$ cat src/rtl/ctl_port_pkg.sv
package ctl_port_pkg;

   localparam int NUM_THR = 4;

   // threshold slot order is decoded from addr[1:0]
   localparam int THR_AE_FWD = 0;
   localparam int THR_AF_FWD = 1;
   localparam int THR_AE_REV = 2;
   localparam int THR_AF_REV = 3;

   typedef struct packed {
      logic               fifo;
      logic               byp;
      logic               rsvd;
      logic [NUM_THR-1:0] thr;
   } port_sel_t;

endpackage

$ cat src/rtl/ctl_port_addr_dec.sv
module ctl_port_addr_dec
   import ctl_port_pkg::*;
(
   input  logic      cs_n,
   input  logic [2:0] addr,
   output port_sel_t sel
);

   always_comb begin
      sel = '0;
      if (!cs_n) begin
         if (addr[2]) begin
            sel.thr[addr[1:0]] = 1'b1;
         end else if (addr[1]) begin
            sel.rsvd = 1'b1;
         end else if (addr[0]) begin
            sel.byp = 1'b1;
         end else begin
            sel.fifo = 1'b1;
         end
      end
   end

endmodule

$ cat src/rtl/ctl_port_thr_bank.sv
module ctl_port_thr_bank #(
   parameter int N       = 4,
   parameter int OFS_W   = 8,
   parameter int RST_VAL = 8
) (
   input  logic                      clk,
   input  logic                      load_rst,
   input  logic [N-1:0]              wr_en,
   input  logic [OFS_W-1:0]          wr_val,
   output logic [N-1:0][OFS_W-1:0]   ofs_q
);

   localparam logic [OFS_W-1:0] RST_OFS = OFS_W'(RST_VAL);

   for (genvar i = 0; i < N; i++) begin : g_slot
      logic [OFS_W-1:0] slot_q;

      always_ff @(posedge clk) begin
         if (load_rst) begin
            slot_q <= RST_OFS;
         end else if (wr_en[i]) begin
            slot_q <= wr_val;
         end
      end

      assign ofs_q[i] = slot_q;
   end

endmodule

$ cat src/rtl/ctl_port_rd_mux.sv
module ctl_port_rd_mux
   import ctl_port_pkg::*;
#(
   parameter int DATA_W = 18,
   parameter int OFS_W  = 8
) (
   input  port_sel_t                    sel,
   input  logic                         rd_wr,
   input  logic [DATA_W-1:0]            fifo_rdata,
   input  logic [DATA_W-1:0]            byp_rdata,
   input  logic [NUM_THR-1:0][OFS_W-1:0] ofs,
   output logic [DATA_W-1:0]            rdata
);

   always_comb begin
      rdata = '0;
      if (rd_wr) begin
         if (sel.fifo) rdata = fifo_rdata;
         if (sel.byp)  rdata = byp_rdata;
         for (int k = 0; k < NUM_THR; k++) begin
            if (sel.thr[k]) rdata[OFS_W-1:0] = ofs[k];
         end
      end
   end

endmodule

$ cat src/rtl/ctl_port_decode.sv
module ctl_port_decode
   import ctl_port_pkg::*;
#(
   parameter int DATA_W  = 18,
   parameter int OFS_W   = 8,
   parameter int RST_VAL = 8,
   parameter bit RD_REG  = 1'b0
) (
   input  logic              clk,
   input  logic              rst_in_n,
   input  logic              cs_n,
   input  logic [2:0]        addr,
   input  logic              rd_wr,
   input  logic              a_en_n,
   input  logic              b_en_n,
   input  logic              oe_n,
   input  logic [DATA_W-1:0] wr_data,
   input  logic [DATA_W-1:0] fifo_rdata,
   input  logic [DATA_W-1:0] byp_rdata,
   output logic [DATA_W-1:0] out_data,
   output logic              fifo_push,
   output logic              fifo_pop,
   output logic              byp_wr,
   output logic              byp_rd,
   output logic [DATA_W-1:0] rd_data,
   output logic              bus_oe,
   output logic              port_rst,
   output logic [OFS_W-1:0]  ofs_ae_fwd,
   output logic [OFS_W-1:0]  ofs_af_fwd,
   output logic [OFS_W-1:0]  ofs_ae_rev,
   output logic [OFS_W-1:0]  ofs_af_rev
);

   initial begin
      if (OFS_W < 1 || OFS_W > DATA_W)
         $error("ctl_port_decode: OFS_W must lie in 1..DATA_W");
      if (RST_VAL < 0 || RST_VAL >= (1 << OFS_W))
         $error("ctl_port_decode: RST_VAL does not fit in OFS_W bits");
   end

   port_sel_t                     sel;
   logic                          access;
   logic                          wr_go;
   logic                          rd_go;
   logic [NUM_THR-1:0]            thr_we;
   logic [NUM_THR-1:0][OFS_W-1:0] ofs;
   logic [DATA_W-1:0]             rd_mux;

   // device reset is qualified by an idle port on both sides
   assign port_rst = !rst_in_n && cs_n && a_en_n && b_en_n;

   assign access = !cs_n && !a_en_n;
   assign wr_go  = access && !rd_wr;
   assign rd_go  = access &&  rd_wr;

   ctl_port_addr_dec u_dec (
      .cs_n (cs_n),
      .addr (addr),
      .sel  (sel)
   );

   assign fifo_push = wr_go && sel.fifo;
   assign fifo_pop  = rd_go && sel.fifo;
   assign byp_wr    = wr_go && sel.byp;
   assign byp_rd    = rd_go && sel.byp;
   assign thr_we    = {NUM_THR{wr_go}} & sel.thr;
   assign out_data  = wr_data;
   assign bus_oe    = !cs_n && !oe_n && rd_wr;

   ctl_port_thr_bank #(
      .N       (NUM_THR),
      .OFS_W   (OFS_W),
      .RST_VAL (RST_VAL)
   ) u_thr (
      .clk      (clk),
      .load_rst (port_rst),
      .wr_en    (thr_we),
      .wr_val   (wr_data[OFS_W-1:0]),
      .ofs_q    (ofs)
   );

   assign ofs_ae_fwd = ofs[THR_AE_FWD];
   assign ofs_af_fwd = ofs[THR_AF_FWD];
   assign ofs_ae_rev = ofs[THR_AE_REV];
   assign ofs_af_rev = ofs[THR_AF_REV];

   ctl_port_rd_mux #(
      .DATA_W (DATA_W),
      .OFS_W  (OFS_W)
   ) u_rmux (
      .sel        (sel),
      .rd_wr      (rd_wr),
      .fifo_rdata (fifo_rdata),
      .byp_rdata  (byp_rdata),
      .ofs        (ofs),
      .rdata      (rd_mux)
   );

   if (RD_REG) begin : g_rd_flop
      logic [DATA_W-1:0] rd_q;
      always_ff @(posedge clk) begin
         rd_q <= rd_mux;
      end
      assign rd_data = rd_q;
   end else begin : g_rd_comb
      assign rd_data = rd_mux;
   end

endmodule

$ cat config.mk
export PLATFORM = sky130hd
export DESIGN_NAME = ctl_port_decode
export DESIGN_NICKNAME = d
export VERILOG_FILES = /design/src/rtl/ctl_port_pkg.sv /design/src/rtl/ctl_port_addr_dec.sv /design/src/rtl/ctl_port_thr_bank.sv /design/src/rtl/ctl_port_rd_mux.sv /design/src/rtl/ctl_port_decode.sv
export SDC_FILE = /design/constraint.sdc
export NUM_CORES = 1
export LEC_CHECK = 0
export BUFFER_PORTS_ARGS = -buffer_cell sky130_fd_sc_hd__buf_2
export CAP_MARGIN = 20
export CORE_MARGIN = 2
export CORE_UTILIZATION = 35
export CTS_CLUSTER_DIAMETER = 200
export DETAILED_ROUTE_END_ITERATION = 7
export PLACE_DENSITY = 0.7
export SKIP_CTS_REPAIR_TIMING = 1
export SLEW_MARGIN = 20
export SYNTH_ARGS = -nofsm -noshare
export SYNTH_HDL_FRONTEND = slang
export SYNTH_HIERARCHICAL = 1
export SYNTH_SLANG_ARGS = --single-unit
$ cat constraint.sdc
create_clock -name clk -period 3.9 [get_ports clk]
set_input_delay 0.585 -clock clk [delete_from_list [all_inputs] [get_ports clk]]
set_output_delay 0.585 -clock clk [all_outputs]
set_load 0.005 [all_outputs]
# --- Word-level counts from Yosys, hierarchy flattened ---
# Index checks and enable logic that the tools add are counted.
classes:
  n_reduce_logical: 18
  n_bitwise: 1
  n_mux: 16
  order_cmp: 2
ops:
  columns: ["op", "n"]
  rows:
  - ["two-way mux 18 bit", 3]
  - ["two-way mux 8 bit", 4]
  - ["logical AND 1 bit", 13]
  - ["two-way mux 7 bit", 1]
  - ["zero test 1 bit", 5]
  - ["bitwise AND 4 bit", 1]
  - ["two-way mux 1 bit", 4]
  - ["two-way mux 4 bit", 1]
  - ["less-than comparator 2 x 3 -> 1 bit (second input constant)", 1]
  - ["two-way mux 3 bit", 1]
  - ["demux 1 bit (select 2 bit)", 1]
  - [">= comparator 2 x 1 -> 1 bit (second input constant)", 1]
  - ["two-way mux 2 bit", 1]
word_totals:
  output_inout_bits: 74
  reg_bits: 32
  in_bits: 64

# --- Logic depth before layout (Yosys ltp) ---
# Gate-level depths: netlist of run 1.
logic_depth:
  ltp_word: 13
  depth_mapped: 6
  ltp_nobuf: 4

# --- Hierarchy ---
# The synthesis of run 1 kept the hierarchy.
by_module_without_submodules:
  columns: ["mod", "instances", "seq_area_each_um2", "area_per_inst_um2", "cells_per_inst"]
  rows:
  - ["ctl_port_thr_bank", 1, 640.6, 1137.3, 103]
  - ["ctl_port_rd_mux", 1, 0.0, 586.8, 81]
  - ["ctl_port_decode", 1, 0.0, 307.8, 31]
  - ["ctl_port_addr_dec", 1, 0.0, 67.6, 7]

# --- Least setup slack after synthesis of run 1 ---
# OpenSTA, ideal clock, no wires.
synth_path:
  kind: "input -> output"
  from: "in cs_n"
  to: "out rd_data[0]"
  t_required_ns: 3.315
  path_stages: 5
  path_slack_ns: 1.175
  arrival_ns: 2.140
  path_cell_list: "nor4b_1 nor2b_1 buf_2 a22oi_1 a211oi_2"
synth_between:
  elab_chain_cells: 8
synth_rtl:
  columns: ["item", "line", "text"]
  rows:
  - ["from (decl)", "ctl_port_decode.sv:11", "input logic cs_n,"]
  - ["two-way mux 7 bit *", "ctl_port_addr_dec.sv:11", "if (!cs_n) begin"]
  - ["two-way mux 18 bit", "ctl_port_rd_mux.sv:18", "if (sel.fifo) rdata = fifo_rdata;"]
  - ["two-way mux 18 bit", "ctl_port_rd_mux.sv:19", "if (sel.byp) rdata = byp_rdata;"]
  - ["two-way mux 8 bit (3 in series)", "ctl_port_rd_mux.sv:21", "if (sel.thr[k]) rdata[OFS_W-1:0] = ofs[k];"]
  - ["two-way mux 8 bit *", "ctl_port_rd_mux.sv:21", null]
  - ["two-way mux 18 bit *", "ctl_port_rd_mux.sv:17", "if (rd_wr) begin"]
  - ["to (decl)", "ctl_port_decode.sv:25", "output logic [DATA_W-1:0] rd_data,"]
# Every way passes the cells marked *; elsewhere a longest branch is shown, timed or not.

==> results.py, run 1 <==
metrics = {
    "cells_and_area": {
        "fin_nets": 379,
        "layout-drive-gt1-share_pct": 48.42,
        "reg.largest.list": "u_thr/g_slot.slot_q x32",
        "diodes": 0,
        "area_growth_pct": 28.23,
        "largest_register_ffs": 32,
        "largest_register": "u_thr/g_slot.slot_q",
    },
    "synth": {
        "syn_inst": 221,
        "post_synth_instance_area_um2": 2092,
        "yosysWarnings": 6,
        "postSynthNetCount": 285,
        "synth_area_per_cell_um2": 9.466,
    },
    "global_route": {
        "number_of_global_route_vias_before_repair": 1815,
        "pin_count_of_the_biggest_net_entering_global_routing": 34,
        "grt_first_pass_wirelength_mm": 9.370,
        "grt.overflow.total": 0,
        "grt_antenna_before_repair": 0,
        "globalRouteTotalUtil_pct": 18.97,
    },
    "hold_path": {
        "timing.hold.worst.start": "u_thr/g_slot[1].slot_q[7]$_SDFFE_PP0P_",
        "holdCritPathClass": "flip-flop to flip-flop",
        "worstHoldPathCells": 2,
        "timing.hold.worst_endpoint": "u_thr/g_slot[1].slot_q[7]$_SDFFE_PP0P_",
    },
    "drt": {
        "wire_per_inst_um": 16.70,
        "via_count": 2058,
        "viasPerCell": 5.263,
        "detail_route.drc_violations": 0,
        "detail_route.wirelength_mm": 6.531,
        "first_iter_violations": 100,
        "detailed_routing_iterations_pass_1": 4,
        "final_antenna_net_count": 0,
    },
    "critical_path": {
        "critPathMaxFanout": 16,
        "worstReg2RegStart": "u_thr/g_slot[3].slot_q[3]$_SDFFE_PP1P_",
        "regToRegSetupSlack_ps": 3100,
        "reg2reg_depth": 2,
        "timing.critical_path.slowest_stage_cell": "sky130_fd_sc_hd__nor3b_4",
        "terminus_of_the_critical_flop_to_flop_path": "u_thr/g_slot[3].slot_q[3]$_SDFFE_PP1P_",
        "startpoint_type": "primary input",
        "critPathCaptureType": "output pin",
        "required_time_of_the_worst_setup_path_ps": 3310,
        "path_cells": "buf_2 > nor4_1 > nor3b_4 > a22oi_1 > a211oi_2 > buf_2",
        "worstPathArrival_ps": 2270,
        "crit_top_cell": "sky130_fd_sc_hd__buf_2",
        "crit_type": "primary input to output pin",
        "timing.critical_path.slowest_cell_delay_ps": 470,
    },
    "die": {
        "fp.coreArea_um2": 5851,
        "die_w_um": 81.31,
        "num_rows": 28,
        "die-area_um2": 6611,
        "start_util_pct": 35.76,
        "overall_die_height_um": 81.31,
        "boundary_pins": 138,
    },
    "cts": {
        "clock_buffer_count_from_cts": 5,
        "cts_tree": "built",
        "cts-htree-levels": 2,
        "cts_max_path_buffers": 2,
        "clk_sinks": 32,
        "cts.reportedPaths.clkPinSlew_ps": 60,
        "clock_tree.root_cell": "sky130_fd_sc_hd__clkbuf_8",
        "worstSkewPairLatency_ps": 280,
    },
    "timing": {
        "worst_slew_margin_rel_pct": 42.85,
        "final.setup.worst_slack_ps": 1041,
        "timing.final.max_slew_violations": 0,
        "setup_viol_count_final": 0,
        "final_hold_vios": 0,
        "maxClockFrequency_mhz": 349.8,
        "share_of_the_clock_period_used_by_the_worst_path_pct": 73.30,
        "totalNegativeSetupSlack_ps": 0,
        "min_period_ps": 2859,
        "worst-slew-pin-transition_ps": 853.6,
        "fin_worst_skew_ps": 0,
        "rsz_0062_raised_after_global_routing": "no",
    },
    "pwr": {
        "p_per_area_nw_per_um2": 308.6,
        "vdd_ir_drop_max_mv": 0.1800,
        "leakage_uw": 0.001201,
    },
    "outcome": {
        "status": "completed",
    },
    "placed_design": {
        "hpwl_mm": 4.751,
        "io_buffer_count": 117,
        "gp_congestion": 0.7383,
        "place_worst_setup_slack_ps": 1082,
    },
    "job": {
        "max_cap_violations": 0,
    },
}
[critical path: cells and delay by family]
kind | cells | cell delay (ps)
simple gates | 2 | 870
compound gates | 2 | 460
buf+inv | 2 | 360
[metal layers]
metal | track usage [%] | part of all wire [%] | vias to the layer above
li1 | - | - | 989
met1 | 23.33 | 41 | 949
met2 | 33.44 | 49 | 114
met3 | 4.444 | 9.8 | 6
met4 | 4.068 | 0.55 | 0
met5 | 0 | 0 | -
[stage by stage]
| stage | utilization [%] | hold WS, ps | total power (µW) | area (µm²) | cells |
|---|---|---|---|---|---|
| floorplan | - | 499.4 | 457.9 | 2092 | 221 |
| global placement | 44.01 | 497.7 | 521.2 | 2575 | 383 |
| detailed placement | 44.01 | 505.3 | 523.7 | 2575 | 383 |
| CTS | 45.85 | 530.0 | 833.8 | 2683 | 391 |
| global route | 45.85 | 561.9 | 862.3 | 2683 | 391 |
| finish | 45.85 | 523.8 | 827.7 | 2683 | 391 |
[placed cells by master (no fill, tap or decap)]
cell type and count:
sky130_fd_sc_hd__nor2b_1 14, sky130_fd_sc_hd__nor2_1 35, sky130_fd_sc_hd__or3b_1 2, sky130_fd_sc_hd__o21ai_0 2, sky130_fd_sc_hd__a22oi_1 16, sky130_fd_sc_hd__or4b_1 1, sky130_fd_sc_hd__and4bb_2 4, sky130_fd_sc_hd__bufinv_16 1
sky130_fd_sc_hd__mux2i_1 28, sky130_fd_sc_hd__and2_1 2, sky130_fd_sc_hd__clkinv_2 1, sky130_fd_sc_hd__a211o_1 4, sky130_fd_sc_hd__nor3b_4 1, sky130_fd_sc_hd__inv_1 1, sky130_fd_sc_hd__o221ai_1 7, sky130_fd_sc_hd__nor3b_1 1
sky130_fd_sc_hd__nand2b_1 1, sky130_fd_sc_hd__buf_2 117, sky130_fd_sc_hd__buf_4 7, sky130_fd_sc_hd__dfxtp_1 32, sky130_fd_sc_hd__nand2_1 4, sky130_fd_sc_hd__a21oi_1 1, sky130_fd_sc_hd__a221oi_1 8, sky130_fd_sc_hd__nor4b_4 1
sky130_fd_sc_hd__and4b_2 2, sky130_fd_sc_hd__clkbuf_8 5, sky130_fd_sc_hd__nor4b_2 7, sky130_fd_sc_hd__clkbuf_1 1, sky130_fd_sc_hd__a211oi_2 7, sky130_fd_sc_hd__o2111ai_1 1, sky130_fd_sc_hd__nor4_1 1, sky130_fd_sc_hd__or2_1 1
[worst max path at each step]
| stage | from | endpoint | slack [ps] | cells past startpoint |
|---|---|---|---|---|
| 3_5_place_dp | cs_n | rd_data[6] | 1080 | 6 |
| 4_1_cts | cs_n | rd_data[1] | 1060 | 6 |
| 6_report | cs_n | rd_data[1] | 1040 | 6 |
| 5_1_grt | cs_n | rd_data[6] | 890 | 6 |
| 3_3_place_gp | cs_n | rd_data[6] | 1100 | 6 |
| 2_1_floorplan | cs_n | rd_data[0] | 1180 | 5 |
[power by group]
group          switching, µW  total, µW  internal [µW]
combinational           75.3        149           73.7
clock                    122        311            189
sequential              18.3        368            349
[layout make-up]
class | count | area, µm²
clock buffers | 6 | 72.57
well taps | 75 | 93.84
multi-input cells | 151 | 1199
flip-flops and latches | 32 | 640.6
clock inverters | 2 | 35.03
inverters | 1 | 3.754
repair buffers | 124 | 638.1
fillers | 605 | 3168
No activity file was read; power rests on OpenSTA's default activity.
==> run 2, diff against run 1 <==
ABC_AREA = 1   (was not set)
clock period = 2.49 ns   (was 3.9 ns; I/O delays follow)
==> run 2 against run 1 <==
Cell area is 5.4% higher. Critical path depth increased by 5. Via count grew 25%. Clock-buffer cell count up 1. Sequential share of layout area shrank 1.2 points. Worst hold slack got worse by 140 ps. Setup slack worse by 470 ps. Cell count up 42%. Clock skew stayed put. Critical path type unchanged. Critical endpoint is now rd_data[0].
==> results.py, run 2 <==
metrics = {
    "outcome": {
        "status": "completed",
    },
    "timing": {
        "totalNegativeSetupSlack_ps": 0,
        "setup_viol_count_final": 0,
        "worst-slew-pin-transition_ps": 530.4,
        "rsz_0062_raised_after_global_routing": "no",
        "maxClockFrequency_mhz": 522.0,
        "worst_slew_margin_rel_pct": 64.59,
        "min_period_ps": 1916,
        "share_of_the_clock_period_used_by_the_worst_path_pct": 76.94,
        "fin_worst_skew_ps": 0,
        "final.setup.worst_slack_ps": 574.2,
        "final_hold_vios": 0,
        "timing.final.max_slew_violations": 0,
        "hold_ws_ps": 381.2,
    },
    "die": {
        "num_rows": 29,
        "boundary_pins": 138,
        "start_util_pct": 36.44,
        "die-area_um2": 7317,
        "die_w_um": 85.54,
        "fp.coreArea_um2": 6386,
        "overall_die_height_um": 85.54,
    },
    "drt": {
        "final_antenna_net_count": 0,
        "via_count": 2564,
        "detail_route.wirelength_mm": 6.594,
        "detailed_routing_iterations_pass_1": 4,
        "wire_per_inst_um": 11.84,
        "first_iter_violations": 98,
        "viasPerCell": 4.603,
        "detail_route.drc_violations": 0,
    },
    "global_route": {
        "grt_antenna_before_repair": 0,
        "grt_first_pass_wirelength_mm": 10.61,
        "pin_count_of_the_biggest_net_entering_global_routing": 33,
        "grt.overflow.total": 0,
        "number_of_global_route_vias_before_repair": 2459,
        "globalRouteTotalUtil_pct": 17.94,
    },
    "critical_path": {
        "crit_type": "primary input to output pin",
        "timing.critical_path.from": "cs_n",
        "critPathCaptureType": "output pin",
        "startpoint_type": "primary input",
        "regToRegSetupSlack_ps": 1880,
        "worstPathArrival_ps": 1540,
        "reg2reg_depth": 2,
        "critPathMaxFanout": 20,
        "required_time_of_the_worst_setup_path_ps": 2120,
        "worstReg2RegStart": "u_thr/g_slot[2].slot_q[3]$_SDFFE_PP1P_",
    },
    "synth": {
        "syn_inst": 384,
        "post_synth_instance_area_um2": 2327,
        "postSynthNetCount": 448,
        "yosysWarnings": 6,
        "synth_area_per_cell_um2": 6.061,
    },
    "cells_and_area": {
        "largest_register": "u_thr/g_slot.slot_q",
        "reg.largest.list": "u_thr/g_slot.slot_q x32",
        "layout.cells.most_common_list": "132 x sky130_fd_sc_hd__nand2_1, 117 x sky130_fd_sc_hd__buf_2, 70 x sky130_fd_sc_hd__nor2_1, 40 x sky130_fd_sc_hd__inv_1, 32 x sky130_fd_sc_hd__dfxtp_1",
        "commonest_non_fill_non_tap_cell_in_the_layout": "sky130_fd_sc_hd__nand2_1",
        "area_growth_pct": 21.51,
        "diodes": 0,
        "fin_nets": 544,
        "layout-drive-gt1-share_pct": 32.92,
        "fillers": 733,
        "largest_register_ffs": 32,
        "stdcell_area_um2": 2828,
    },
    "hold_path": {
        "holdCritPathClass": "primary input to flip-flop",
        "worstHoldPathCells": 3,
        "timing.hold.worst.start": "wr_data[3]",
    },
    "job": {
        "max_cap_violations": 0,
    },
    "cts": {
        "clock_tree.root_cell": "sky130_fd_sc_hd__clkbuf_8",
        "cts.reportedPaths.clkPinSlew_ps": 60,
        "cts_max_path_buffers": 2,
        "cts_tree": "built",
        "worstSkewPairLatency_ps": 280,
        "cts-htree-levels": 2,
        "clk_sinks": 32,
        "clock_buffer_count_from_cts": 5,
    },
    "placed_design": {
        "io_buffer_count": 117,
        "place_worst_setup_slack_ps": 558.2,
        "dpl_cell_area_um2": 2731,
        "gp_congestion": 0.7799,
        "hpwl_mm": 5.099,
    },
    "pwr": {
        "p_per_area_nw_per_um2": 463.3,
        "leakage_uw": 0.001621,
        "vdd_ir_drop_max_mv": 0.2753,
    },
}
[run 2: through the flow]
| stage | total power, µW | instances | utilization, % |
|---|---|---|---|
| floorplan | 776.5 | 384 | - |
| CTS | 1320 | 557 | 44.28 |
| global route | 1390 | 557 | 44.28 |
| detailed placement | 895.9 | 550 | 42.77 |
| finish | 1310 | 557 | 44.28 |
| global placement | 889.8 | 550 | 42.77 |
[run 2: layer usage]
metal,routed length [µm],global-route usage (%)
met1,2647,20.18
met2,3367,33.10
met3,443,3.465
met4,136,7.071
met5,0,0
[run 2: layout make-up]
cell class	instances	area, µm²	area share (%)
inverter	45	171.4	6.062
multi-input combinational	269	1162	41.11
sequential	32	640.6	22.65
tap	77	96.34	3.407
clock buffer	7	96.34	3.407
timing repair buffer	127	660.6	23.36
[run 2: critical path: stages]
cell and delay [ps]:
sky130_fd_sc_hd__buf_2 120, sky130_fd_sc_hd__inv_1 60, sky130_fd_sc_hd__nand2_1 60, sky130_fd_sc_hd__nor2_1 130, sky130_fd_sc_hd__buf_4 270, sky130_fd_sc_hd__nand2_1 90, sky130_fd_sc_hd__nand3_1 100, sky130_fd_sc_hd__nand2_1 70
sky130_fd_sc_hd__nand2_1 70, sky130_fd_sc_hd__a21oi_2 50, sky130_fd_sc_hd__buf_2 130
[run 2: where the power goes]
group	internal, µW	leakage [µW]	switching (µW)
Sequential	565	0.000262	37.7
Clock	246	0.0000503	182
Combinational	130	0.00131	150
Total	941	0.00162	369
[run 2: worst paths after layout]
kind                                             to
max                                      rd_data[0]
min          u_thr/g_slot[3].slot_q[3]$_SDFFE_PP1P_
max reg2reg  u_thr/g_slot[2].slot_q[3]$_SDFFE_PP1P_
min reg2reg  u_thr/g_slot[3].slot_q[2]$_SDFFE_PP0P_
==> run 3, diff against run 2 <==
ABC_AREA = 0   (was 1)
clock period = 1.95 ns   (was 2.49 ns; I/O delays follow)
==> run 3 against run 2 <==
The flow now finishes with violations (negative setup slack). Critical path depth fell by 4. Non-clock buffer count rose by 19. Register-to-register slack got worse by 720 ps. Cell count fell by 26%. Clock power rose by 23%. Global-route usage rose by 1.1 points. Combinational power rose by 28%. Clock-buffer cell count fell by 1.
==> results.py, run 3 (synthesis gave the netlist of run 1 again) <==
metrics = {
    "cells_and_area": {
        "layout-drive-gt1-share_pct": 60.36,
        "commonest_non_fill_non_tap_cell_in_the_layout": "sky130_fd_sc_hd__buf_2",
        "postLayoutCoreUtil_pct": 53.02,
        "area_growth_pct": 48.27,
        "largest_register_ffs": 32,
        "fin_nets": 401,
        "layout.cells.most_common_list": "113 x sky130_fd_sc_hd__buf_2, 32 x sky130_fd_sc_hd__dfxtp_1, 28 x sky130_fd_sc_hd__mux2i_1, 28 x sky130_fd_sc_hd__nor2_1, 20 x sky130_fd_sc_hd__buf_4",
        "fillers": 555,
        "largest_register": "u_thr/g_slot.slot_q",
        "reg.largest.list": "u_thr/g_slot.slot_q x32",
        "diodes": 0,
    },
    "pwr": {
        "p_total_uw": 1627,
        "power_switching_uw": 458.6,
        "leakage_uw": 0.001376,
        "switching_share_pct": 28.19,
        "comb_power_share_pct": 22.0,
        "vdd_ir_drop_max_mv": 0.4160,
        "intPower_uw": 1169,
        "seq_power_share_pct": 45.7,
        "p_per_area_nw_per_um2": 524.6,
        "clock_power_share_pct": 32.4,
    },
    "job": {
        "max_cap_violations": 0,
    },
    "timing": {
        "totalNegativeSetupSlack_ps": -96.59,
        "rsz_0062_raised_after_global_routing": "yes",
        "timing.final.max_slew_violations": 0,
        "final_hold_vios": 0,
        "min_period_ps": 1974,
        "share_of_the_clock_period_used_by_the_worst_path_pct": 101.2,
        "setup_viol_count_final": 6,
        "final.setup.worst_slack_ps": -24.06,
        "maxClockFrequency_mhz": 506.6,
        "worst-slew-pin-transition_ps": 614.6,
        "fin_worst_skew_ps": 0,
        "worst_slew_margin_rel_pct": 59.03,
    },
    "die": {
        "die-area_um2": 6611,
        "overall_die_height_um": 81.31,
        "fp.coreArea_um2": 5851,
        "boundary_pins": 138,
        "start_util_pct": 35.76,
        "die_w_um": 81.31,
        "num_rows": 28,
    },
    "global_route": {
        "grt_antenna_before_repair": 0,
        "grt.overflow.total": 0,
        "globalRouteTotalUtil_pct": 19.00,
        "number_of_global_route_vias_before_repair": 1889,
        "pin_count_of_the_biggest_net_entering_global_routing": 28,
        "grt_first_pass_wirelength_mm": 9.577,
    },
    "cts": {
        "cts_tree": "built",
        "clk_sinks": 32,
        "cts-htree-levels": 2,
        "clock_buffer_count_from_cts": 5,
        "cts.reportedPaths.clkPinSlew_ps": 60,
        "worstSkewPairLatency_ps": 280,
        "clock_tree.root_cell": "sky130_fd_sc_hd__clkbuf_8",
        "cts_max_path_buffers": 2,
    },
    "placed_design": {
        "hpwl_mm": 4.752,
        "io_buffer_count": 117,
        "gp_congestion": 0.7385,
    },
    "drt": {
        "first_iter_violations": 127,
        "detail_route.wirelength_mm": 6.789,
        "viasPerCell": 5.186,
        "via_count": 2142,
        "detail_route.drc_violations": 0,
        "detailed_routing_iterations_pass_1": 4,
        "final_antenna_net_count": 0,
        "wire_per_inst_um": 16.44,
    },
    "critical_path": {
        "startpoint_type": "primary input",
        "critPathMaxFanout": 7,
        "crit_top_cell": "sky130_fd_sc_hd__buf_8",
        "timing.critical_path.slowest_stage_cell": "sky130_fd_sc_hd__or3b_4",
        "critPathCaptureType": "output pin",
        "worstPathArrival_ps": 1680,
        "required_time_of_the_worst_setup_path_ps": 1660,
        "path_cells": "buf_8 > buf_8 > and4bb_2 > or3b_4 > nor2_4 > a211oi_2 > buf_2",
        "timing.critical_path.slowest_cell_delay_ps": 510,
        "crit_type": "primary input to output pin",
    },
    "outcome": {
        "status": "finished, violations left",
        "violations_in_the_final_reports": "negative setup slack",
    },
    "hold_path": {
        "holdCritPathClass": "primary input to flip-flop",
    },
}
## run 3: cell types whose count changed in the layout (fill, tap and decap cells not counted), sizes merged, moves of 19 or more
cell,change
mux2i,+28
nor2,-37
nand2,-129
a21oi,-41
inv,-45
buf,+19
## run 3: final timing paths
kind,start,end,cells past startpoint,slack (ps)
min,wr_data[3],u_thr/g_slot[2].slot_q[3]$_SDFFE_PP1P_,2,290
max,cs_n,rd_data[0],7,-20
min reg2reg,u_thr/g_slot[1].slot_q[6]$_SDFFE_PP0P_,u_thr/g_slot[1].slot_q[6]$_SDFFE_PP0P_,2,540
max reg2reg,u_thr/g_slot[2].slot_q[3]$_SDFFE_PP1P_,u_thr/g_slot[2].slot_q[3]$_SDFFE_PP1P_,2,1160
## run 3: area by class of cell
| class | instances | area (µm²) | area share [%] |
|---|---|---|---|
| Multi-Input combinational cell | 151 | 1371 | 44.21 |
| Timing Repair Buffer | 146 | 895.9 | 28.88 |
| Sequential cell | 32 | 640.6 | 20.65 |
| Tap cell | 75 | 93.84 | 3.025 |
| Clock buffer | 6 | 82.58 | 2.662 |
| Clock inverter | 2 | 10.01 | 0.3227 |
| Inverter | 1 | 7.507 | 0.2420 |
## run 3: worst max-delay path, delay by kind of cell
kind / cells / cell delay [ps]
and+or+nand+nor: 3 / 980
buffers and inverters: 3 / 350
AOI/OAI and AO/OA: 1 / 50
## run 3: metrics by stage
step | instances | cell area (µm²) | worst slack [ps] | hold WS (ps)
6_report | 413 | 3102 | -24.06 | 292.6
5_1_grt | 413 | 3102 | -98.57 | 295.4
4_1_cts | 406 | 2793 | -396.1 | 287.2
3_5_place_dp | 398 | 2700 | -381.1 | 504.0
3_3_place_gp | 398 | 2700 | -327.5 | 493.1
2_1_floorplan | 221 | 2098 | 99.73 | 414.8
## run 3: routing by layer
metal	vias to the layer above	track usage (%)	routed length (µm)
li1	1033	-	-
met1	1021	25.93	2966
met2	80	30.41	3317
met3	8	4.000	427
met4	0	4.746	78
met5	-	0	0
## run 3: power by group through the flow
| stage | sequential, µW | combinational [µW] | clock [µW] |
|---|---|---|---|
| 2_1_floorplan | 747 | 169 | 0 |
| 3_3_place_gp | 746 | 305 | 0 |
| 3_5_place_dp | 747 | 310 | 0 |
| 4_1_cts | 733 | 312 | 533 |
| 5_1_grt | 750 | 389 | 561 |
| 6_report | 743 | 357 | 527 |
